**src/rtl/tsq_pkg.sv**
```systemverilog
package tsq_pkg;

    typedef enum logic [1:0] {
        CPU_LOAD  = 2'd0,
        CPU_STORE = 2'd1,
        CPU_SWAP  = 2'd2
    } cpu_op_e;

    typedef enum logic [1:0] {
        MEM_READ  = 2'd0,
        MEM_WRITE = 2'd1,
        MEM_SWAP  = 2'd2
    } mem_op_e;

    typedef enum logic [1:0] {
        MP_IDLE = 2'd0,
        MP_REQ  = 2'd1,
        MP_RSP  = 2'd2
    } mport_e;

endpackage

```
**src/rtl/tsq_fwd_pick.sv**
```systemverilog
// Picks the youngest matching entry; index 0 is the oldest, N-1 the youngest.
module tsq_fwd_pick #(
    parameter int N  = 8,
    parameter int DW = 32
) (
    input  logic [N-1:0]  match_i,
    input  logic [DW-1:0] data_i [N],
    output logic          hit_o,
    output logic [DW-1:0] data_o
);

    always_comb begin
        data_o = '0;
        for (int i = 0; i < N; i++) begin
            if (match_i[i]) begin
                data_o = data_i[i];
            end
        end
    end

    assign hit_o = |match_i;

endmodule

```
**src/rtl/tsq_fifo.sv**
```systemverilog
module tsq_fifo #(
    parameter int DEPTH = 8,
    parameter int AW    = 16,
    parameter int DW    = 32
) (
    input  logic          clk,
    input  logic          rst_n,
    input  logic          push_i,
    input  logic [AW-1:0] push_addr_i,
    input  logic [DW-1:0] push_data_i,
    input  logic          push_swap_i,
    input  logic          pop_i,
    input  logic [AW-1:0] lk_addr_i,
    output logic          lk_hit_o,
    output logic [DW-1:0] lk_data_o,
    output logic          empty_o,
    output logic          full_o,
    output logic [AW-1:0] head_addr_o,
    output logic [DW-1:0] head_data_o,
    output logic          head_swap_o
);

    localparam int PW = (DEPTH > 1) ? $clog2(DEPTH) : 1;
    localparam int CW = $clog2(DEPTH + 1);

    typedef struct packed {
        logic [PW-1:0] head;
        logic [PW-1:0] tail;
        logic [CW-1:0] cnt;
    } ptr_t;

    ptr_t ptr_d, ptr_q;

    logic [AW-1:0] slot_addr_q [DEPTH];
    logic [DW-1:0] slot_data_q [DEPTH];
    logic          slot_swap_q [DEPTH];

    function automatic logic [PW-1:0] wrap_inc(input logic [PW-1:0] p);
        return (p == PW'(DEPTH - 1)) ? '0 : p + 1'b1;
    endfunction

    always_comb begin
        ptr_d = ptr_q;
        if (push_i) begin
            ptr_d.tail = wrap_inc(ptr_q.tail);
        end
        if (pop_i) begin
            ptr_d.head = wrap_inc(ptr_q.head);
        end
        case ({push_i, pop_i})
            2'b10:   ptr_d.cnt = ptr_q.cnt + 1'b1;
            2'b01:   ptr_d.cnt = ptr_q.cnt - 1'b1;
            default: ptr_d.cnt = ptr_q.cnt;
        endcase
    end

    always_ff @(posedge clk) begin
        if (!rst_n) begin
            ptr_q <= '0;
        end else begin
            ptr_q <= ptr_d;
        end
    end

    always_ff @(posedge clk) begin
        if (push_i) begin
            slot_addr_q[ptr_q.tail] <= push_addr_i;
            slot_data_q[ptr_q.tail] <= push_data_i;
            slot_swap_q[ptr_q.tail] <= push_swap_i;
        end
    end

    // Present the slots in age order (0 = oldest) for the forwarding search.
    logic [DEPTH-1:0] age_hit;
    logic [DW-1:0]    age_data [DEPTH];

    for (genvar g = 0; g < DEPTH; g++) begin : g_age
        logic [PW:0]   sum;
        logic [PW-1:0] idx;
        assign sum = {1'b0, ptr_q.head} + (PW+1)'(g);
        assign idx = (sum >= (PW+1)'(DEPTH)) ? PW'(sum - (PW+1)'(DEPTH)) : PW'(sum);
        assign age_hit[g]  = (CW'(g) < ptr_q.cnt) && !slot_swap_q[idx]
                             && (slot_addr_q[idx] == lk_addr_i);
        assign age_data[g] = slot_data_q[idx];
    end

    tsq_fwd_pick #(
        .N  (DEPTH),
        .DW (DW)
    ) pick_i (
        .match_i (age_hit),
        .data_i  (age_data),
        .hit_o   (lk_hit_o),
        .data_o  (lk_data_o)
    );

    assign empty_o     = (ptr_q.cnt == '0);
    assign full_o      = (ptr_q.cnt == CW'(DEPTH));
    assign head_addr_o = slot_addr_q[ptr_q.head];
    assign head_data_o = slot_data_q[ptr_q.head];
    assign head_swap_o = slot_swap_q[ptr_q.head];

    assert_no_overflow_R2: assert property (@(posedge clk) disable iff (!rst_n)
        push_i |-> (ptr_q.cnt != CW'(DEPTH)));

    assert_no_underflow_R3: assert property (@(posedge clk) disable iff (!rst_n)
        pop_i |-> (ptr_q.cnt != '0));

    assert_count_bound_R2: assert property (@(posedge clk) disable iff (!rst_n)
        ptr_q.cnt <= CW'(DEPTH));

endmodule

```
**src/rtl/tsq_ctrl.sv**
```systemverilog
module tsq_ctrl
    import tsq_pkg::*;
#(
    parameter int AW = 16,
    parameter int DW = 32
) (
    input  logic          clk,
    input  logic          rst_n,
    input  logic          cpu_req_valid_i,
    output logic          cpu_req_ready_o,
    input  logic [1:0]    cpu_req_op_i,
    input  logic [AW-1:0] cpu_req_addr_i,
    input  logic [DW-1:0] cpu_req_wdata_i,
    output logic          cpu_rsp_valid_o,
    output logic [DW-1:0] cpu_rsp_data_o,
    output logic          push_o,
    output logic          push_swap_o,
    output logic          pop_o,
    input  logic          lk_hit_i,
    input  logic [DW-1:0] lk_data_i,
    input  logic          empty_i,
    input  logic          full_i,
    input  logic [AW-1:0] head_addr_i,
    input  logic [DW-1:0] head_data_i,
    input  logic          head_swap_i,
    output logic          mem_req_valid_o,
    input  logic          mem_req_ready_i,
    output logic [1:0]    mem_req_op_o,
    output logic [AW-1:0] mem_req_addr_o,
    output logic [DW-1:0] mem_req_wdata_o,
    input  logic          mem_rsp_valid_i,
    input  logic [DW-1:0] mem_rsp_data_i
);

    typedef struct packed {
        mport_e        mp;
        logic          from_load;
        mem_op_e       mop;
        logic [AW-1:0] maddr;
        logic [DW-1:0] mdata;
        logic          ld_pend;
        logic [AW-1:0] ld_addr;
        logic          sw_pend;
        logic          rsp_v;
        logic [DW-1:0] rsp_d;
    } ctl_t;

    ctl_t ctl_d, ctl_q;

    logic blocked;
    logic op_load, op_store, op_swap;
    logic accept;

    assign blocked  = ctl_q.ld_pend | ctl_q.sw_pend;
    assign op_load  = (cpu_req_op_i == CPU_LOAD);
    assign op_store = (cpu_req_op_i == CPU_STORE);
    assign op_swap  = (cpu_req_op_i == CPU_SWAP);

    assign cpu_req_ready_o = !blocked && (op_load || ((op_store || op_swap) && !full_i));
    assign accept          = cpu_req_valid_i && cpu_req_ready_o;

    assign push_o      = accept && (op_store || op_swap);
    assign push_swap_o = op_swap;

    always_comb begin
        ctl_d       = ctl_q;
        ctl_d.rsp_v = 1'b0;
        pop_o       = 1'b0;

        // processor side
        if (accept && op_swap) begin
            ctl_d.sw_pend = 1'b1;
        end
        if (accept && op_load) begin
            if (lk_hit_i) begin
                ctl_d.rsp_v = 1'b1;
                ctl_d.rsp_d = lk_data_i;
            end else begin
                ctl_d.ld_pend = 1'b1;
                ctl_d.ld_addr = cpu_req_addr_i;
            end
        end

        // memory side: queued entries first, a missing load only on an empty queue
        case (ctl_q.mp)
            MP_IDLE: begin
                if (!empty_i) begin
                    ctl_d.mp        = MP_REQ;
                    ctl_d.from_load = 1'b0;
                    ctl_d.mop       = head_swap_i ? MEM_SWAP : MEM_WRITE;
                    ctl_d.maddr     = head_addr_i;
                    ctl_d.mdata     = head_data_i;
                end else if (ctl_q.ld_pend) begin
                    ctl_d.mp        = MP_REQ;
                    ctl_d.from_load = 1'b1;
                    ctl_d.mop       = MEM_READ;
                    ctl_d.maddr     = ctl_q.ld_addr;
                    ctl_d.mdata     = '0;
                end
            end
            MP_REQ: begin
                if (mem_req_ready_i) begin
                    ctl_d.mp = MP_RSP;
                end
            end
            MP_RSP: begin
                if (mem_rsp_valid_i) begin
                    ctl_d.mp = MP_IDLE;
                    if (ctl_q.from_load) begin
                        ctl_d.ld_pend = 1'b0;
                        ctl_d.rsp_v   = 1'b1;
                        ctl_d.rsp_d   = mem_rsp_data_i;
                    end else begin
                        pop_o = 1'b1;
                        if (ctl_q.mop == MEM_SWAP) begin
                            ctl_d.sw_pend = 1'b0;
                            ctl_d.rsp_v   = 1'b1;
                            ctl_d.rsp_d   = mem_rsp_data_i;
                        end
                    end
                end
            end
            default: ctl_d.mp = MP_IDLE;
        endcase
    end

    always_ff @(posedge clk) begin
        if (!rst_n) begin
            ctl_q <= '0;
        end else begin
            ctl_q <= ctl_d;
        end
    end

    assign mem_req_valid_o = (ctl_q.mp == MP_REQ);
    assign mem_req_op_o    = ctl_q.mop;
    assign mem_req_addr_o  = ctl_q.maddr;
    assign mem_req_wdata_o = ctl_q.mdata;
    assign cpu_rsp_valid_o = ctl_q.rsp_v;
    assign cpu_rsp_data_o  = ctl_q.rsp_d;

    assert_req_stable_R8: assert property (@(posedge clk) disable iff (!rst_n)
        (mem_req_valid_o && !mem_req_ready_i) |=>
            (mem_req_valid_o && $stable(mem_req_op_o) && $stable(mem_req_addr_o)
             && $stable(mem_req_wdata_o)));

    assert_one_outstanding_R8: assert property (@(posedge clk) disable iff (!rst_n)
        (mem_req_valid_o && mem_req_ready_i) |=> !mem_req_valid_o);

    assert_blocked_R6: assert property (@(posedge clk) disable iff (!rst_n)
        blocked |-> !cpu_req_ready_o);

    assert_read_after_drain_R5: assert property (@(posedge clk) disable iff (!rst_n)
        (mem_req_valid_o && mem_req_op_o == MEM_READ) |-> empty_i);

    assert_full_backpressure_R2: assert property (@(posedge clk) disable iff (!rst_n)
        (full_i && !op_load) |-> !cpu_req_ready_o);

    assert_hit_answer_R4: assert property (@(posedge clk) disable iff (!rst_n)
        (accept && op_load && lk_hit_i) |=> cpu_rsp_valid_o);

endmodule

```
**src/rtl/tso_store_queue.sv**
```systemverilog
module tso_store_queue #(
    parameter int DEPTH = 8,
    parameter int AW    = 16,
    parameter int DW    = 32
) (
    input  logic          clk,
    input  logic          rst_n,
    input  logic          cpu_req_valid,
    output logic          cpu_req_ready,
    input  logic [1:0]    cpu_req_op,
    input  logic [AW-1:0] cpu_req_addr,
    input  logic [DW-1:0] cpu_req_wdata,
    output logic          cpu_rsp_valid,
    output logic [DW-1:0] cpu_rsp_data,
    output logic          mem_req_valid,
    input  logic          mem_req_ready,
    output logic [1:0]    mem_req_op,
    output logic [AW-1:0] mem_req_addr,
    output logic [DW-1:0] mem_req_wdata,
    input  logic          mem_rsp_valid,
    input  logic [DW-1:0] mem_rsp_data
);

    logic          push, push_swap, pop;
    logic          lk_hit;
    logic [DW-1:0] lk_data;
    logic          q_empty, q_full;
    logic [AW-1:0] head_addr;
    logic [DW-1:0] head_data;
    logic          head_swap;

    tsq_fifo #(
        .DEPTH (DEPTH),
        .AW    (AW),
        .DW    (DW)
    ) fifo_i (
        .clk         (clk),
        .rst_n       (rst_n),
        .push_i      (push),
        .push_addr_i (cpu_req_addr),
        .push_data_i (cpu_req_wdata),
        .push_swap_i (push_swap),
        .pop_i       (pop),
        .lk_addr_i   (cpu_req_addr),
        .lk_hit_o    (lk_hit),
        .lk_data_o   (lk_data),
        .empty_o     (q_empty),
        .full_o      (q_full),
        .head_addr_o (head_addr),
        .head_data_o (head_data),
        .head_swap_o (head_swap)
    );

    tsq_ctrl #(
        .AW (AW),
        .DW (DW)
    ) ctrl_i (
        .clk             (clk),
        .rst_n           (rst_n),
        .cpu_req_valid_i (cpu_req_valid),
        .cpu_req_ready_o (cpu_req_ready),
        .cpu_req_op_i    (cpu_req_op),
        .cpu_req_addr_i  (cpu_req_addr),
        .cpu_req_wdata_i (cpu_req_wdata),
        .cpu_rsp_valid_o (cpu_rsp_valid),
        .cpu_rsp_data_o  (cpu_rsp_data),
        .push_o          (push),
        .push_swap_o     (push_swap),
        .pop_o           (pop),
        .lk_hit_i        (lk_hit),
        .lk_data_i       (lk_data),
        .empty_i         (q_empty),
        .full_i          (q_full),
        .head_addr_i     (head_addr),
        .head_data_i     (head_data),
        .head_swap_i     (head_swap),
        .mem_req_valid_o (mem_req_valid),
        .mem_req_ready_i (mem_req_ready),
        .mem_req_op_o    (mem_req_op),
        .mem_req_addr_o  (mem_req_addr),
        .mem_req_wdata_o (mem_req_wdata),
        .mem_rsp_valid_i (mem_rsp_valid),
        .mem_rsp_data_i  (mem_rsp_data)
    );

endmodule

```
**config.mk**
```make
export PLATFORM = sky130hd
export DESIGN_NAME = tso_store_queue
export DESIGN_NICKNAME = d
export VERILOG_FILES = /design/src/rtl/tsq_pkg.sv /design/src/rtl/tsq_fwd_pick.sv /design/src/rtl/tsq_fifo.sv /design/src/rtl/tsq_ctrl.sv /design/src/rtl/tso_store_queue.sv
export SDC_FILE = /design/constraint.sdc
export NUM_CORES = 2
export LEC_CHECK = 0
export BUFFER_PORTS_ARGS = -buffer_cell sky130_fd_sc_hd__buf_2
export CORE_ASPECT_RATIO = 0.5
export CORE_MARGIN = 5
export CORE_UTILIZATION = 55
export DETAILED_ROUTE_END_ITERATION = 10
export GPL_ROUTABILITY_DRIVEN = 0
export GPL_TIMING_DRIVEN = 1
export MAX_ROUTING_LAYER = met4
export PLACE_DENSITY = 0.83
export SYNTH_ARGS = -nofsm -noshare
export SYNTH_HDL_FRONTEND = slang
export SYNTH_HIERARCHICAL = 1
export SYNTH_SLANG_ARGS = --single-unit
```
**constraint.sdc**
```tcl
create_clock -name clk -period 13.77 [get_ports clk]
set_input_delay 1.377 -clock clk [delete_from_list [all_inputs] [get_ports clk]]
set_output_delay 1.377 -clock clk [all_outputs]
set_load 0.05 [all_outputs]
```
==> flow_metrics.tcl <==
set metrics [dict create \
    fillers 5257 \
    grt_pass1_wl_mm 177.4 \
    grt_overflow 0 \
    antenna_found_initial 6 \
    power.share.clock_pct 38.4 \
    leakage_nw 13.41 \
    die-area_um2 75900 \
    top_layer "met4" \
    worst_pin_slew_ns 1.311 \
    cts_resized 0 \
    skew_ns 0.03974 \
    crit_fanout 60 \
    detail-route-antenna-nets 0 \
    rsz0062_at_grt "false" \
    switching_share_pct 26.69 \
    seq_power_share_pct 48.2 \
    p_int_mw 2.599 \
    area.growth.synth_to_final_pct 4.791 \
    cts_tree "done" \
    hold_end "ctrl_i/mem_req_wdata_o[20]" \
    die_h_um 197.3 \
    cts_hold_buf 0 \
    vdd_ir_drop_max_uv 87.68 \
    cts_buffers 48 \
    min_path_cells 2 \
    cp.arrival_ns 8.28 \
    hold_viol_final 0 \
    p_sw_mw 0.9461 \
    rows 68 \
    dp_hpwl_mm 70.07 \
    portBuffers 171 \
    async_flop_share_pct 0 \
    drt_iter0_drc 5313 \
    hold_start "ctrl_i/mem_req_wdata_o[20]" \
    dr_wl_met3_mm 17.33 \
    nets 3095 \
    cap_violations 0 \
    status "complete, but fails checks" \
    wirelength_met1_mm 37.65 \
    pwr-share-comb_pct 13.4 \
    drt-pass1-iter-count 11 \
    synthCells 3139 \
    ys.warnings.count 6 \
    period_minus_slack_ns 7.832 \
    pin_count 172 \
    timing_worst_setup_path_type "reg -> reg" \
    yosysSeqAreaShare_pct 36.56 \
    synth.cell_area_um2 38600 \
    yosysUniqueCellTypes 76 \
    setup_violations 0 \
    final_design_area_no_fill_um2 40450 \
    drive_above_1_share_pct 31.39 \
    cts_root_buffer "clkbuf_16" \
    viasPerCell 7.521 \
    wl_per_cell_um 29.43 \
    grt_pass1_vias 29630 \
    syn_nets 3238 \
    fmax_mhz 127.7 \
    reg2reg_from "fifo_i/ptr_q[8]" \
    ys_ff_latch 509 \
    fin_crit_sh_pct 56.87 \
    grt_max_degree 154 \
    synth_edf_count 392 \
    clk_latency_ns 0.63 \
    placedInstanceArea_um2 38860 \
    fin_tns_setup_ns 0 \
    violations "DRC" \
    htreeDepth 2 \
    synth_flop_cell "edfxtp_1" \
    maxSlewViolCount 0 \
    timing.rr.end "ctrl_i/ctl_q[38]" \
    crit_required_ns 14.22 \
    start_util_pct 55.74 \
    core_area_um2 69260 \
    grt_usage_pct 31.24 \
    cts_setup_buffers 0 \
    relSlewSlack_pct 12.41 \
    hold_path_class "reg -> reg" \
    routed_wl_mm 117.3 \
    clk_pin_slew_ns 0.07 \
    avgSynthCellArea_um2 12.30 \
    drc 1 \
    power.density_nw_per_um2 87.63 \
    startpoint_type "register" \
    met2_length_mm 53.21 \
    cts_buffer_depth 3 \
    die_w_um 384.7 \
    vias 29990 \
    rr_worst_depth 17 \
    crit_path_end_kind "register" \
    cts_sinks 509 \
    rrSetupSlack_ns 5.94 \
]
## Yosys cell counts (23+ instances only)
cell type,instances,area share [%]
buf_1,44,0.43
a21oi_1,77,1.0
o21ai_1,38,0.49
a22oi_1,37,0.72
buf_2,91,1.2
edfxtp_1,392,30
a31oi_1,35,0.57
clkbuf_1,116,1.1
o21ai_0,86,1.1
o211ai_1,33,0.64
a21boi_0,33,0.64
xor2_1,57,1.3
buf_4,135,2.6
and3_1,33,0.53
a221o_1,62,1.6
mux2i_1,129,3.3
mux2_2,128,3.7
nand3_1,26,0.34
inv_1,42,0.41
xnor2_1,84,1.9
mux4_2,484,28
buf_6,23,0.67
nand2_1,544,5.3
or2b_1,23,0.45
o311a_1,32,0.83
dfxtp_1,117,6.1
nor2_1,39,0.38
## critical path, stage by stage, from the launching register on
cell and delay [ns]:
dfxtp_4 0.69, inv_1 0.28, ha_4 0.82, buf_4 0.80, mux4_2 0.43, mux2i_1 0.21
xor2_1 0.25, nand3_1 0.12, a211o_1 0.29, a2111oi_2 0.58, buf_4 0.66, nor2_2 0.05
buf_4 0.32, nand3_2 0.61, buf_4 0.52, clkinv_1 0.57, nand3_1 0.27, a21oi_1 0.09
## through the flow
stage	power (mW)	worst slack [ns]	cells	utilization, %	hold WS, ns
3_3_place_gp	2.189	6.546	3891	56.12	0.4600
3_5_place_dp	2.202	6.262	3891	56.12	0.4644
5_1_grt	3.649	5.609	3987	58.41	0.4967
4_1_cts	3.539	6.248	3981	58.38	0.4735
6_report	3.545	5.938	3987	58.41	0.4723
2_1_floorplan	2.105	7.584	3139	-	0.4535
## cell families after synthesis
kind of cell               after synthesis  synth area share [%]
DFF                                    509                 36.56
buffers and inverters                  462                 6.642
xor gates and xnor gates               143                 3.284
muxes                                  741                 35.32
and+or+nand+nor                        780                 8.950
adders and majority gates               12                0.3890
AOI/OAI and AO/OA                      492                 8.856
## placed cells by master, fill, tap and decap left out, types with 35 or more instances in the layout
master / count
o21ai_1: 38
o21ai_0: 86
mux2i_1: 129
a22oi_1: 37
a31oi_1: 35
mux2_2: 128
clkbuf_16: 49
a21oi_1: 77
buf_4: 50
a221o_1: 62
xnor2_1: 83
nand2_1: 544
dfxtp_1: 111
buf_2: 171
edfxtp_1: 392
inv_1: 41
xor2_1: 56
mux4_2: 484
## layout make-up
cell class / count / area [um^2] / area share [%]
diodes: 6 / 15.01 / 0.03712
clock buffers: 70 / 1396 / 3.452
clock inverters: 20 / 175.2 / 0.4330
inverters: 47 / 176.4 / 0.4361
multi-input cells: 2168 / 22120 / 54.68
flip-flops and latches: 509 / 14140 / 34.95
well taps: 945 / 1182 / 2.923
repair buffers: 222 / 1251 / 3.093
## state kept, by name, indices dropped and copies added (netlist names), named ones only
name	count
ctrl_i/mem_req_addr_o	16
fifo_i/slot_addr_q	128
ctrl_i/mem_req_op_o	2
ctrl_i/mem_req_wdata_o	32
ctrl_i/cpu_rsp_valid_o	1
ctrl_i/cpu_rsp_data_o	32
fifo_i/slot_swap_q	8
fifo_i/slot_data_q	256
ctrl_i/ctl_q	21
fifo_i/ptr_q	10
## worst max path at each step
stage / cells past startpoint / endpoint / from / slack [ns]
global placement: 17 / ctrl_i/ctl_q[50] / fifo_i/ptr_q[8] / 6.55
detailed placement: 17 / ctrl_i/ctl_q[50] / fifo_i/ptr_q[8] / 6.26
floorplan: 7 / fifo_i/slot_addr_q[0][0] / cpu_req_op[0] / 7.58
finish: 17 / ctrl_i/ctl_q[38] / fifo_i/ptr_q[8] / 5.94
CTS: 17 / ctrl_i/ctl_q[38] / fifo_i/ptr_q[8] / 6.25
global route: 16 / ctrl_i/ctl_q[44] / fifo_i/ptr_q[8] / 5.61
## power by group through the flow
stage               logic, mW  clock network (mW)  registers, mW
floorplan               0.370                   0           1.73
CTS                     0.465                1.37           1.71
detailed placement      0.462                   0           1.74
global route            0.498                1.44           1.71
finish                  0.475                1.36           1.71
global placement        0.451                   0           1.74
## per-layer routing
metal,GRT usage [%],up-vias
met3,8.655,682
met2,47.30,2809
met5,-,-
met4,19.34,0
met1,37.51,14580
li1,-,11910
Note: power is estimated with default switching activity, not from simulation.
